$ cat src/rtl/ser_div_pkg.sv
package ser_div_pkg;
  localparam int unsigned DIV_W   = 6;
  localparam int unsigned DIV_NOM = 50;
  localparam int unsigned DIV_LO  = 45;
  localparam int unsigned DIV_HI  = 55;
  typedef logic [DIV_W-1:0] div_t;
endpackage

$ cat src/rtl/sdc_sync.sv
module sdc_sync #(
  parameter int unsigned WIDTH  = 3,
  parameter int unsigned STAGES = 2
) (
  input  logic             clk,
  input  logic             rst,
  input  logic [WIDTH-1:0] d_async,
  output logic [WIDTH-1:0] q_sync
);
  localparam int unsigned LAST = STAGES - 1;

  for (genvar b = 0; b < WIDTH; b++) begin : g_bit
    logic [STAGES-1:0] chain;
    always_ff @(posedge clk) begin
      if (rst) chain <= '0;
      else     chain <= {chain[STAGES-2:0], d_async[b]};
    end
    assign q_sync[b] = chain[LAST];
  end
endmodule

$ cat src/rtl/sdc_edge.sv
module sdc_edge (
  input  logic clk,
  input  logic rst,
  input  logic clk_s,
  input  logic ld_s,
  output logic clk_rise,
  output logic ld_fall
);
  logic clk_q, ld_q;

  always_ff @(posedge clk) begin
    if (rst) begin
      clk_q <= 1'b0;
      ld_q  <= 1'b0;
    end else begin
      clk_q <= clk_s;
      ld_q  <= ld_s;
    end
  end

  assign clk_rise = clk_s & ~clk_q;
  assign ld_fall  = ld_q & ~ld_s;
endmodule

$ cat src/rtl/sdc_shifter.sv
module sdc_shifter
  import ser_div_pkg::*;
#(
  parameter int unsigned W     = DIV_W,
  parameter int unsigned RST_M = DIV_NOM
) (
  input  logic         clk,
  input  logic         rst,
  input  logic         shift_en,
  input  logic         bit_in,
  input  logic         ld_s,
  input  logic         latch,
  output logic [W-1:0] margin
);
  localparam logic [W-1:0] RESET_VAL = RST_M[W-1:0];

  logic [W-1:0] sr;

  always_ff @(posedge clk) begin
    if (rst)           sr <= '0;
    else if (shift_en) sr <= {sr[W-2:0], bit_in};
  end

  always_ff @(posedge clk) begin
    if (rst)        margin <= RESET_VAL;
    else if (latch) margin <= sr;
  end

  // a shift places the synchronised data bit at the bottom
  a_r1_shift_lsb: assert property (@(posedge clk) disable iff (rst)
    (shift_en && !rst) |=> (sr[0] == $past(bit_in)));

  // the shift register holds while the strobe is low
  a_r2_hold_low: assert property (@(posedge clk) disable iff (rst)
    (!ld_s && !rst) |=> $stable(sr));

  // a strobe fall copies the shift register
  a_r3_latch_fall: assert property (@(posedge clk) disable iff (rst)
    (latch && !rst) |=> (margin == $past(sr)));

  // the margin register moves only on a strobe fall
  a_r10_margin_hold: assert property (@(posedge clk) disable iff (rst)
    (!latch && !rst) |=> $stable(margin));
endmodule

$ cat src/rtl/ser_div_ctrl.sv
module ser_div_ctrl
  import ser_div_pkg::*;
#(
  parameter int unsigned W       = DIV_W,
  parameter int unsigned NOMINAL = DIV_NOM,
  parameter int unsigned LO      = DIV_LO,
  parameter int unsigned HI      = DIV_HI,
  parameter int unsigned STAGES  = 2
) (
  input  logic         clk,
  input  logic         rst,
  input  logic         ser_clk,
  input  logic         ser_dat,
  input  logic         ser_ld,
  input  logic         margin_en,
  output logic [W-1:0] div_active,
  output logic [W-1:0] div_margin,
  output logic         out_of_range
);
  localparam logic [W-1:0] NOM_V = NOMINAL[W-1:0];
  localparam logic [W-1:0] LO_V  = LO[W-1:0];
  localparam logic [W-1:0] HI_V  = HI[W-1:0];

  logic [2:0] sync_q;
  logic       clk_rise, ld_fall;

  sdc_sync #(.WIDTH(3), .STAGES(STAGES)) u_sync (
    .clk(clk), .rst(rst),
    .d_async({ser_ld, ser_dat, ser_clk}),
    .q_sync(sync_q)
  );

  sdc_edge u_edge (
    .clk(clk), .rst(rst),
    .clk_s(sync_q[0]), .ld_s(sync_q[2]),
    .clk_rise(clk_rise), .ld_fall(ld_fall)
  );

  sdc_shifter #(.W(W), .RST_M(NOMINAL)) u_shift (
    .clk(clk), .rst(rst),
    .shift_en(clk_rise & sync_q[2]),
    .bit_in(sync_q[1]),
    .ld_s(sync_q[2]),
    .latch(ld_fall),
    .margin(div_margin)
  );

  assign div_active   = margin_en ? div_margin : NOM_V;
  assign out_of_range = (div_margin < LO_V) || (div_margin > HI_V);
endmodule

$ cat config.mk
export PLATFORM = sky130hd
export DESIGN_NAME = ser_div_ctrl
export DESIGN_NICKNAME = d
export VERILOG_FILES = /design/src/rtl/ser_div_pkg.sv /design/src/rtl/sdc_sync.sv /design/src/rtl/sdc_edge.sv /design/src/rtl/sdc_shifter.sv /design/src/rtl/ser_div_ctrl.sv
export SDC_FILE = /design/constraint.sdc
export NUM_CORES = 1
export LEC_CHECK = 0
export ABC_AREA = 1
export BUFFER_PORTS_ARGS = -buffer_cell sky130_fd_sc_hd__buf_2
export CORE_MARGIN = 3
export CORE_UTILIZATION = 45
export DETAILED_ROUTE_END_ITERATION = 10
export PLACE_DENSITY_LB_ADDON = 0.25
export SYNTH_ARGS = -nofsm -noshare
export SYNTH_HDL_FRONTEND = slang
export SYNTH_SLANG_ARGS = --single-unit
$ cat constraint.sdc
create_clock -name clk -period 1.1 [get_ports clk]
set_clock_uncertainty 0.05 [all_clocks]
set_input_delay 0.11 -clock clk [delete_from_list [all_inputs] [get_ports clk]]
set_output_delay 0.11 -clock clk [all_outputs]
set_load 0.01 [all_outputs]
Word-level counts from Yosys, hierarchy flattened

Index checks and enable logic that the tools add are counted.

Input bits: 6
Bits in registers: 20
Word-level logic and storage cells: 16

Mux-type cells: 1
Magnitude comparators: 2
Reductions and logical operators: 1
Bitwise gates (word level): 5

Operator list:

| operator                                             | count |
|---|---|
| greater-than comparator 6 bit, second input constant | 1 |
| < comparator 6 bit, second input constant            | 1 |
| 2-to-1 mux 6 bit                                     | 1 |
| bitwise AND 1 bit                                    | 3 |
| NOT 1 bit                                            | 2 |
| logical OR 1 bit                                     | 1 |

Depth between registers and ports, before layout

Gate-level depths: netlist of the first run.

Word-level depth: 3
Mapped depth: 6
Depth with buffers taken out: 5

Cells and area by module

From an unflattened synthesis of the first run, not the netlist that was laid out.

Cells, all modules: 120
Area, all modules: 812.0 sq um

By module, submodules not included:

| module       | cells an instance | area each (sq um) | seq. area each (sq um) | times used |
|---|---|---|---|---|
| sdc_shifter  | 68                | 469.2             | 240.2                  | 1 |
| sdc_sync     | 21                | 187.7             | 120.1                  | 1 |
| ser_div_ctrl | 22                | 86.3              | 0.0                    | 1 |
| sdc_edge     | 9                 | 68.8              | 40.0                   | 1 |

Worst setup path before layout of the first run

No wires, ideal clock.

Path type: register to output
Start point: reg u_shift.margin[3]
End point: out out_of_range
Stages on the path, launching flop included: 4
Slack: 0.227 ns
Data required time: 0.940 ns
Arrival: 0.713 ns
Path buffers: 0
Cells stage by stage: dfxtp_1 -> nand2_1 -> o21ai_0 -> nand2_1

Longest elaborated chain between the ends: 2
Elaborated cells between the ends (all ways): 3
Those cells by class: 2 x order compare; 1 x reduce/logical

Ends and longest elaborated chain:

| element                                                                    | line               | source |
|---|---|---|
| start: declaration                                                         | sdc_shifter.sv:13  | `output logic [W-1:0] margin` |
| start signal: assignment                                                   | sdc_shifter.sv:26  | `else if (latch) margin <= sr;` |
| < comparator 6 bit / greater-than comparator 6 bit (equally long branches) | ser_div_ctrl.sv:49 | `assign out_of_range = (div_margin < LO_V) \|\| (div_margin > HI_V);` |
| logical OR 1 bit *                                                         | ser_div_ctrl.sv:49 |  |
| end: declaration                                                           | ser_div_ctrl.sv:18 | `output logic out_of_range` |

Mark *: on every way between the ends. The rest lies on a longest branch, timed or not.

Final worst setup path of the first run

Start point: reg u_shift.margin[1]
End point: out out_of_range

Same word-level chain as after synthesis.

==> impl_metrics.py, run 1 <==
metrics = {
    "run_status": {
        "violations": "negative setup slack",
        "outcome": "finished, violations left",
    },
    "cts": {
        "ctsRootBufferMaster": "clkbuf_4",
        "cts_inserted_buffers": 3,
        "clock_path_buffers": 2,
        "cts-htree-levels": 1,
        "cts.sinks": 20,
        "clock_latency_ns": 0.29,
        "clk_transition_reported_paths_ns": 0.10,
        "cts_tree": "built",
    },
    "placed_design": {
        "dp_slack_ns": 0.1035,
        "dp_hpwl_um": 975.9,
        "placed_area_um2": 848.3,
        "place.port_buffers": 18,
        "place_congestion": 0.7090,
    },
    "detailed_routing": {
        "first_pass_iters": 2,
        "drt.antenna.violating_nets": 0,
        "vias": 649,
        "wl_per_cell_um": 9.088,
        "drtIter0Drc": 9,
        "drc": 0,
        "vias_per_cell": 4.415,
        "wirelength_mm": 1.336,
    },
    "critical_path": {
        "critical_path_class": "flip-flop to output port",
        "critPathMaxFanout": 4,
        "cp.required_ns": 0.94,
        "slowest_delay_ns": 0.37,
        "path_cells": "nor2_1, o21ai_1, nand2_1, buf_2",
        "critPathArrivalTime_ns": 1.02,
        "crit_slowest_cell": "dfxtp_2",
        "start_kind": "flip-flop",
        "end_kind": "output port",
    },
    "finish": {
        "area_growth_pct": 23.99,
        "multi_input_area_um2": 254.0,
        "drive_gt1_share_pct": 28.24,
        "final_cell_mix": "nor2_1 (27), nand2_1 (22), inv_1 (20), buf_2 (17), dfxtp_1 (14)",
        "nets": 138,
        "final_common_cell": "nor2_1",
        "final_area_um2": 957.2,
        "ff_latch_area_um2": 407.9,
        "diodes": 0,
        "fillers": 154,
    },
    "timing": {
        "slew_headroom_pct": 84.76,
        "fin_crit_ns": 1.184,
        "drv_slew": 0,
        "fin_setup_tns_ns": -0.08402,
        "fin_crit_sh_pct": 107.6,
        "hold_viol": 0,
        "finalSetupViolCount": 1,
        "tightest_slew_ns": 0.2283,
        "fin_ws_ns": -0.08402,
        "fmax_mhz": 844.6,
        "rsz0062_at_grt": "true",
        "worst_hold_slack_ns": 0.04396,
    },
    "power_and_ir_drop": {
        "p_per_area_nw_per_um2": 1330,
        "cellLeakagePower_nw": 0.5504,
        "peakVddDrop_v": 0.0007713,
        "p_total_mw": 1.273,
    },
    "synth": {
        "ys_seq_elements": 20,
        "synthTopCellsByArea": "dfxtp_1 (52%), nor2_1 (13%), nand2_1 (11%)",
        "synthCells": 106,
        "netlist.area_leader.share_pct": 51.86,
        "syn_area_um2": 772.0,
        "syn_nets": 112,
        "synthesis.area_per_instance_um2": 7.283,
        "yosysTopAreaCell": "dfxtp_1",
        "yosysWarnings": 0,
        "synth.distinct_cells": 12,
        "ys_seq_area_share_pct": 51.86,
    },
    "floorplanning": {
        "initial_core_util_pct": 49.52,
        "rows": 14,
        "dieWidth_um": 47.42,
        "fp.coreArea_um2": 1559,
        "chipHeight_um": 47.42,
        "dieArea_um2": 2249,
        "io_pins": 19,
    },
    "min_path": {
        "worstHoldPathType": "input pin to flip-flop",
    },
    "job": {
        "maxCapViolations": 0,
    },
    "grt": {
        "track_usage_pct": 13.12,
        "overflow": 0,
        "grt_pass1_vias": 503,
        "grt_pass1_wl_mm": 2.035,
        "antenna_found_initial": 0,
        "grt_start_max_net_pins": 13,
    },
}
==> final cells by class <==
cell class	count	share of cell area, %
Multi-Input combinational cell	60	26.54
Tap cell	16	2.092
Timing Repair Buffer	24	15.95
Clock buffer	4	3.791
Sequential cell	20	42.61
Inverter	23	9.020
==> per-stage QoR <==
step                      instances  util [%]
after CTS                       146     60.35
after floorplan                 106         -
after global placement          137     54.41
after global routing            147     61.40
after detailed placement        137     54.41
final                           147     61.40
==> cell families (layout without fill, tap and decap cells) <==
family	after synthesis	in the layout	share of synthesized area [%]
buf+inv	26	51	15.56
simple gates	52	52	26.42
compound gates	8	8	6.157
flops	20	20	51.86
==> synth_stat cells <==
cell type,n
a21oi_1,1
buf_6,3
dfxtp_1,20
inv_1,22
inv_2,1
nand2_1,23
nand2_2,1
nand3_2,1
nor2_1,27
o211ai_1,3
o21ai_0,3
o21ai_1,1
==> worst max-delay path: cells and delay by family, from the launching register on <==
kind	cells	cell delay [ns]
AO/OA/AOI/OAI	1	0.13
buffers and inverters	1	0.13
flip-flops	1	0.37
AND/OR/NAND/NOR	2	0.10
==> state kept, by name, summed over array words and instances (netlist names) <==
| register | flops |
|---|---|
| u_edge.ld_q | 1 |
| u_shift.sr | 6 |
| u_edge.clk_q | 1 |
| u_shift.margin | 6 |
| u_sync.g_bit.chain | 6 |
==> layer usage <==
metal,up-vias,GRT usage (%),part of all wire (%)
met2,18,22.99,47
met4,0,8.287,1.4
met3,4,3.383,6.3
met5,-,0,0
li1,356,-,-
met1,271,13.79,45
==> power by group <==
part,leakage [nW],switching [mW],internal (mW),total (mW)
combinational,0.366,0.0559,0.0464,0.102
clock,0.0210,0.209,0.202,0.410
sequential,0.163,0.0128,0.748,0.761
total,0.550,0.277,0.996,1.27
==> timing repair <==
| item | CTS | global route |
|---|---|---|
| pin swaps | 2 | 0 |
| cloned | 0 | 0 |
| resized for setup | 7 | 5 |
| endpoints found under the setup margin | 2 | 5 |
| endpoints found under the hold margin | 3 | 0 |
| buffers inserted | 2 | 1 |
| hold buffers | 3 | 0 |
==> final timing paths <==
path / startpoint / endpoint / slack [ns] / cells after the start
worst max-delay path: u_shift.margin[1] / out_of_range / -0.08 / 4
worst min-delay path: rst / u_sync.g_bit[2].chain[1] / 0.04 / 2
worst max register to register: u_sync.g_bit[2].chain[1] / u_shift.margin[3] / 0.11 / 5
worst min register to register: u_sync.g_bit[2].chain[0] / u_sync.g_bit[2].chain[1] / 0.36 / 2
Note: power is estimated with default switching activity, not from simulation.
==> run 2, diff against run 1 <==
- ABC_AREA: 1 -> 0
==> run 2 against run 1 <==
The flow still finishes with violations (negative setup slack). Fmax shrank 7.2%. Non-clock buffer count grew 1. Largest cell class unchanged. Synthesized area shrank 5.8%. Power shrank 2.9%. Clock power is essentially flat. Cell count shrank 22%. Sequential share of layout area shrank 1.2 points. Core utilization grew 8.7 points. First-iteration DRC count shrank 89%. Critical path depth is the same. Via count shrank 13%. Worst setup slack lost 0.092 ns.
==> impl_metrics.py, run 2 <==
metrics = {
    "critical_path": {
        "reg2reg_depth": 3,
        "start_kind": "flip-flop",
        "critPathArrivalTime_ns": 1.12,
        "crit_slowest_cell": "dfxtp_2",
        "cp.required_ns": 0.94,
        "critical_path.top_delay_family": "flip-flops",
        "slowest_delay_ns": 0.37,
        "path_cells": "o211ai_1, mux2i_1, nand2_1, buf_2",
        "critical_path_class": "flip-flop to output port",
        "cp.depth": 4,
        "critPathMaxFanout": 4,
        "end_kind": "output port",
        "path_buf_inv": 1,
    },
    "power_and_ir_drop": {
        "p_comb_share_pct": 5.9,
        "netSwitchingFraction_pct": 20.60,
        "p_per_area_nw_per_um2": 1260,
        "power_frac_seq_pct": 60.7,
        "peakVddDrop_v": 0.0009643,
        "clkPwrFrac_pct": 33.5,
        "power.internal_mw": 0.9811,
        "p_total_mw": 1.236,
        "cellLeakagePower_nw": 0.5072,
        "power_switching_mw": 0.2546,
    },
    "run_status": {
        "violations": "negative setup slack",
        "outcome": "finished, violations left",
    },
    "floorplanning": {
        "dieArea_um2": 2134,
        "fp.coreArea_um2": 1399,
        "initial_core_util_pct": 51.97,
        "io_pins": 19,
        "rows": 13,
        "dieWidth_um": 46.19,
        "chipHeight_um": 46.19,
    },
    "cts": {
        "clock_latency_ns": 0.30,
        "cts_tree": "built",
        "cts.sinks": 20,
        "cts_inserted_buffers": 3,
        "clk_transition_reported_paths_ns": 0.11,
        "clock_path_buffers": 2,
        "ctsRootBufferMaster": "clkbuf_4",
        "cts-htree-levels": 1,
    },
    "synth": {
        "ys_seq_elements": 20,
        "synth_top_cells_by_count": "dfxtp_1 (20), nand2_1 (13), mux2i_1 (7), nor2b_1 (7), nor2_1 (6)",
        "syn_nets": 78,
        "synthesis.area_per_instance_um2": 10.10,
        "yosysTopAreaCell": "dfxtp_1",
        "synth-main-ff-cell": "dfxtp_1",
        "synth-simple-area-share_pct": 31.15,
        "syn_area_um2": 726.9,
        "synth-compound-area-share_pct": 3.098,
        "synthTopCellsByArea": "dfxtp_1 (55%), mux2i_1 (9.6%), nand2_1 (6.7%)",
        "ys_seq_area_share_pct": 55.08,
        "netlist.area_leader.share_pct": 55.08,
        "synth.distinct_cells": 14,
        "muxShareOfSynthArea_pct": 9.639,
        "synth-xor-area-share_pct": 0,
        "yosysWarnings": 0,
        "async_flop_share_pct": 0,
        "synth_adder_area_share_pct": 0,
        "synth.most_common_cell": "dfxtp_1",
        "synth_top_family_by_area": "simple AND/OR/NAND/NOR gates",
        "synth_edf_count": 0,
        "synthCells": 72,
    },
    "grt": {
        "track_usage_pct": 12.23,
        "grt_pass1_vias": 477,
        "grt_pass1_wl_mm": 1.849,
        "overflow": 0,
        "grt_start_max_net_pins": 21,
        "antenna_found_initial": 0,
    },
    "timing": {
        "hold_viol": 0,
        "fin_crit_sh_pct": 116.0,
        "slew_headroom_pct": 77.65,
        "tightest_slew_ns": 0.3353,
        "fmax_mhz": 783.6,
        "fin_crit_ns": 1.276,
        "drv_slew": 0,
        "finalSetupViolCount": 3,
        "rsz0062_at_grt": "true",
        "fin_ws_ns": -0.1762,
    },
    "detailed_routing": {
        "first_pass_iters": 2,
        "vias_per_cell": 4.939,
        "wl_per_cell_um": 10.96,
        "drc": 0,
        "drtIter0Drc": 1,
        "vias": 563,
        "wirelength_mm": 1.249,
        "drt.antenna.violating_nets": 0,
    },
    "min_path": {
        "worstHoldPathType": "input pin to flip-flop",
        "hold_depth": 2,
    },
    "finish": {
        "final_common_cell": "dfxtp_1",
        "fillers": 115,
        "drive_gt1_share_pct": 38.38,
        "area_growth_pct": 34.94,
        "nets": 106,
        "diodes": 0,
        "reg_top3": "u_shift.margin x6, u_shift.sr x6, u_sync.g_bit.chain x6",
        "stdcell_count": 114,
        "final_cell_mix": "dfxtp_1 (15), buf_2 (14), nand2_1 (13), mux2i_1 (7), nor2b_1 (7)",
    },
    "placed_design": {
        "dp_cells": 103,
        "dp_hpwl_um": 824,
        "place.port_buffers": 18,
        "place_congestion": 0.6689,
    },
    "job": {
        "maxCapViolations": 0,
    },
}
## run 2: layer usage
layer / vias up / routed length [um] / track usage (%)
li1: 286 / - / -
met5: - / 0 / 0
met3: 0 / 109 / 7.031
met4: 0 / 0 / 3.409
met2: 21 / 605 / 21.70
met1: 256 / 535 / 11.90
## run 2: power by group through the flow
stage / sequential (mW) / combinational [mW] / clock [mW]
6_report: 0.750 / 0.0727 / 0.413
5_1_grt: 0.751 / 0.0795 / 0.462
4_1_cts: 0.749 / 0.0675 / 0.428
3_5_place_dp: 0.766 / 0.0593 / 0
3_3_place_gp: 0.765 / 0.0581 / 0
2_1_floorplan: 0.766 / 0.0359 / 0
## run 2: final cells by class
class | instances | area [um2] | share of cell area [%]
flip-flops and latches | 20 | 406.6 | 41.45
multi-input cells | 50 | 336.6 | 34.31
repair buffers | 25 | 182.7 | 18.62
clock buffers | 4 | 36.28 | 3.699
well taps | 15 | 18.77 | 1.913
## run 2: logic make-up (layout without fill, tap and decap cells)
| kind of cell | count (synthesis) | in the layout |
|---|---|---|
| AND/OR/NAND/NOR | 39 | 39 |
| flip-flops | 20 | 20 |
| multiplexers | 7 | 7 |
| AO/OA/AOI/OAI | 4 | 4 |
| buffers and inverters | 2 | 29 |
## run 2: final timing paths
kind         slack [ns]                       end                      from
min reg2reg        0.39  u_sync.g_bit[2].chain[1]  u_sync.g_bit[2].chain[0]
max               -0.18              out_of_range         u_shift.margin[1]
min                0.13               u_edge.ld_q                       rst
max reg2reg        0.10             u_shift.sr[3]  u_sync.g_bit[2].chain[1]
## run 2: what timing repair did
| item | 4_1_cts | 5_1_grt |
|---|---|---|
| hold buffers | 3 | 0 |
| gates cloned | 0 | 0 |
| gates resized for setup | 6 | 9 |
| pin swaps | 1 | 0 |
| endpoints found under the setup margin | 2 | 8 |
| endpoints found under the hold margin | 3 | 0 |
| buffers inserted | 2 | 3 |
## run 2: stage by stage
| stage | cell area [um2] | setup slack, ns | hold slack (ns) | utilization (%) | setup TNS, ns |
|---|---|---|---|---|---|
| floorplan | 726.9 | 0.1948 | 0.1882 | - | 0 |
| global placement | 828.3 | 0.1285 | 0.2673 | 59.21 | 0 |
| detailed placement | 828.3 | 0.1121 | 0.2803 | 59.21 | 0 |
| CTS | 919.6 | -0.1832 | 0.1296 | 65.74 | -0.2404 |
| global route | 980.9 | -0.2671 | 0.1349 | 70.13 | -0.5139 |
| finish | 980.9 | -0.1762 | 0.1325 | 70.13 | -0.2865 |
==> run 3, diff against run 2 <==
- CORE_ASPECT_RATIO: unset -> 1.4
- CORE_UTILIZATION: 45 -> 35
==> run 3 against run 2 <==
The run still ends with negative setup slack left. Combinational power is 6.6% lower. Power is 7.8% lower. Flip-flop and latch count stayed put. Core utilization is 20 points lower. Non-clock buffer count stayed put. First-iteration DRC count grew to 4.0 times the previous value. Clock power is 22% lower. Via count is 5.2% lower. Cell count is 3.5% higher. Largest power group unchanged. Highest routed layer is now met4.
==> impl_metrics.py, run 3 (same netlist as run 2, synthesis figures left out) <==
metrics = {
    "job": {
        "maxCapViolations": 0,
    },
    "critical_path": {
        "critPathMaxFanout": 4,
        "timing.rr.start": "u_sync.g_bit[2].chain[1]",
        "reg2reg_to": "u_shift.sr[0]",
        "crit_end": "out_of_range",
        "rrSetupSlack_ns": 0.12,
        "critPathArrivalTime_ns": 1.07,
        "critical_path_class": "flip-flop to output port",
        "reg2reg_depth": 3,
        "cp.required_ns": 0.94,
        "critPathLaunch": "u_shift.margin[3]",
        "end_kind": "output port",
        "start_kind": "flip-flop",
    },
    "run_status": {
        "outcome": "finished, violations left",
        "violations": "negative setup slack",
    },
    "timing": {
        "fin_setup_tns_ns": -0.1624,
        "fin_ws_ns": -0.1339,
        "fin_crit_ns": 1.234,
        "finalSetupViolCount": 2,
        "slew_headroom_pct": 78.78,
        "worst_hold_slack_ns": 0.1309,
        "fin_crit_sh_pct": 112.2,
        "tightest_slew_ns": 0.3183,
        "drv_slew": 0,
        "rsz0062_at_grt": "true",
        "fmax_mhz": 810.5,
        "hold_viol": 0,
    },
    "finish": {
        "nets": 106,
        "reg_top3": "u_shift.margin x6, u_shift.sr x6, u_sync.g_bit.chain x6",
        "area_growth_pct": 28.92,
        "final_cell_mix": "buf_2 (17), dfxtp_1 (14), nand2_1 (13), mux2i_1 (7), nor2b_1 (7)",
        "stdcell_count": 118,
        "drive_gt1_share_pct": 36.73,
        "final_common_cell": "buf_2",
        "diodes": 0,
        "final_area_um2": 937.1,
    },
    "grt": {
        "track_usage_pct": 10.70,
        "grt_pass1_wl_mm": 2.111,
        "antenna_found_initial": 0,
        "grt_start_max_net_pins": 21,
        "overflow": 0,
        "grt_pass1_vias": 539,
    },
    "detailed_routing": {
        "vias_per_cell": 4.525,
        "drtIter0Drc": 4,
        "vias": 534,
        "drt.antenna.violating_nets": 0,
        "wirelength_mm": 1.213,
        "first_pass_iters": 2,
        "drc": 0,
        "wl_per_cell_um": 10.28,
    },
    "floorplanning": {
        "dieArea_um2": 2668,
        "fp.coreArea_um2": 1869,
        "io_pins": 19,
        "chipHeight_um": 59.93,
        "rows": 18,
        "dieWidth_um": 44.52,
        "initial_core_util_pct": 38.89,
    },
    "placed_design": {
        "dp_cells": 108,
        "place.port_buffers": 18,
        "place_congestion": 0.7097,
        "dp_hpwl_um": 870.2,
        "placed_area_um2": 834.6,
    },
    "cts": {
        "clock_latency_ns": 0.29,
        "ctsRootBufferMaster": "clkbuf_4",
        "clock_path_buffers": 2,
        "clk_transition_reported_paths_ns": 0.10,
        "cts_inserted_buffers": 3,
        "cts.sinks": 20,
        "cts_tree": "built",
        "cts-htree-levels": 1,
    },
    "power_and_ir_drop": {
        "peakVddDrop_v": 0.0007326,
        "cellLeakagePower_nw": 0.4699,
        "p_per_area_nw_per_um2": 1215,
    },
    "min_path": {
        "hold_depth": 2,
        "worstHoldPathType": "input pin to flip-flop",
    },
}
[run 3: layer usage]
layer | GRT usage (%) | routed length (um) | vias up | share of wire (%)
li1 | - | - | 285 | -
met1 | 10.37 | 482 | 226 | 40
met2 | 19.51 | 612 | 21 | 50
met3 | 1.807 | 104 | 2 | 8.6
met4 | 7.759 | 14 | 0 | 1.2
met5 | 0 | 0 | - | 0
[run 3: per-stage QoR]
step	power (mW)	util (%)	setup WS (ns)
floorplan	0.8021	-	0.1948
global placement	0.8233	44.65	0.1350
detailed placement	0.8249	44.65	0.1143
CTS	1.148	48.59	-0.1517
global route	1.193	50.13	-0.2384
finish	1.139	50.13	-0.1339
[run 3: critical path: stages, from the launching register on]
cell	delay (ns)
dfxtp_2	0.36
o211ai_1	0.08
mux2i_1	0.15
nand2_1	0.06
buf_2	0.14
[run 3: final cells by class]
type                            count  area, um2
Clock buffer                        3      22.52
Fill cell                         178      932.1
Multi-Input combinational cell     50      321.6
Sequential cell                    20      407.9
Tap cell                           20      25.02
Timing Repair Buffer               25      160.2
[run 3: worst min-delay path by stage]
stage	end	slack, ns	startpoint
final	u_shift.sr[0]	0.13	rst
after floorplan	u_sync.g_bit[0].chain[0]	0.19	ser_clk
after CTS	u_shift.sr[2]	0.13	rst
after global routing	u_shift.sr[0]	0.14	rst
after detailed placement	u_sync.g_bit[2].chain[0]	0.27	ser_ld
after global placement	u_sync.g_bit[2].chain[0]	0.27	ser_ld
[run 3: timing repair]
action | in CTS | in global routing
endpoints found under the setup margin | 2 | 5
endpoints found under the hold margin | 3 | 0
pin swaps | 1 | 0
setup buffers | 2 | 2
gates resized for setup | 5 | 4
hold buffers | 3 | 0
cloned | 0 | 0
[run 3: report_power, final]
part / internal (mW) / switching (mW) / leakage [nW]
sequential: 0.740 / 0.00904 / 0.163
clock: 0.127 / 0.194 / 0.0138
combinational: 0.0374 / 0.0305 / 0.293
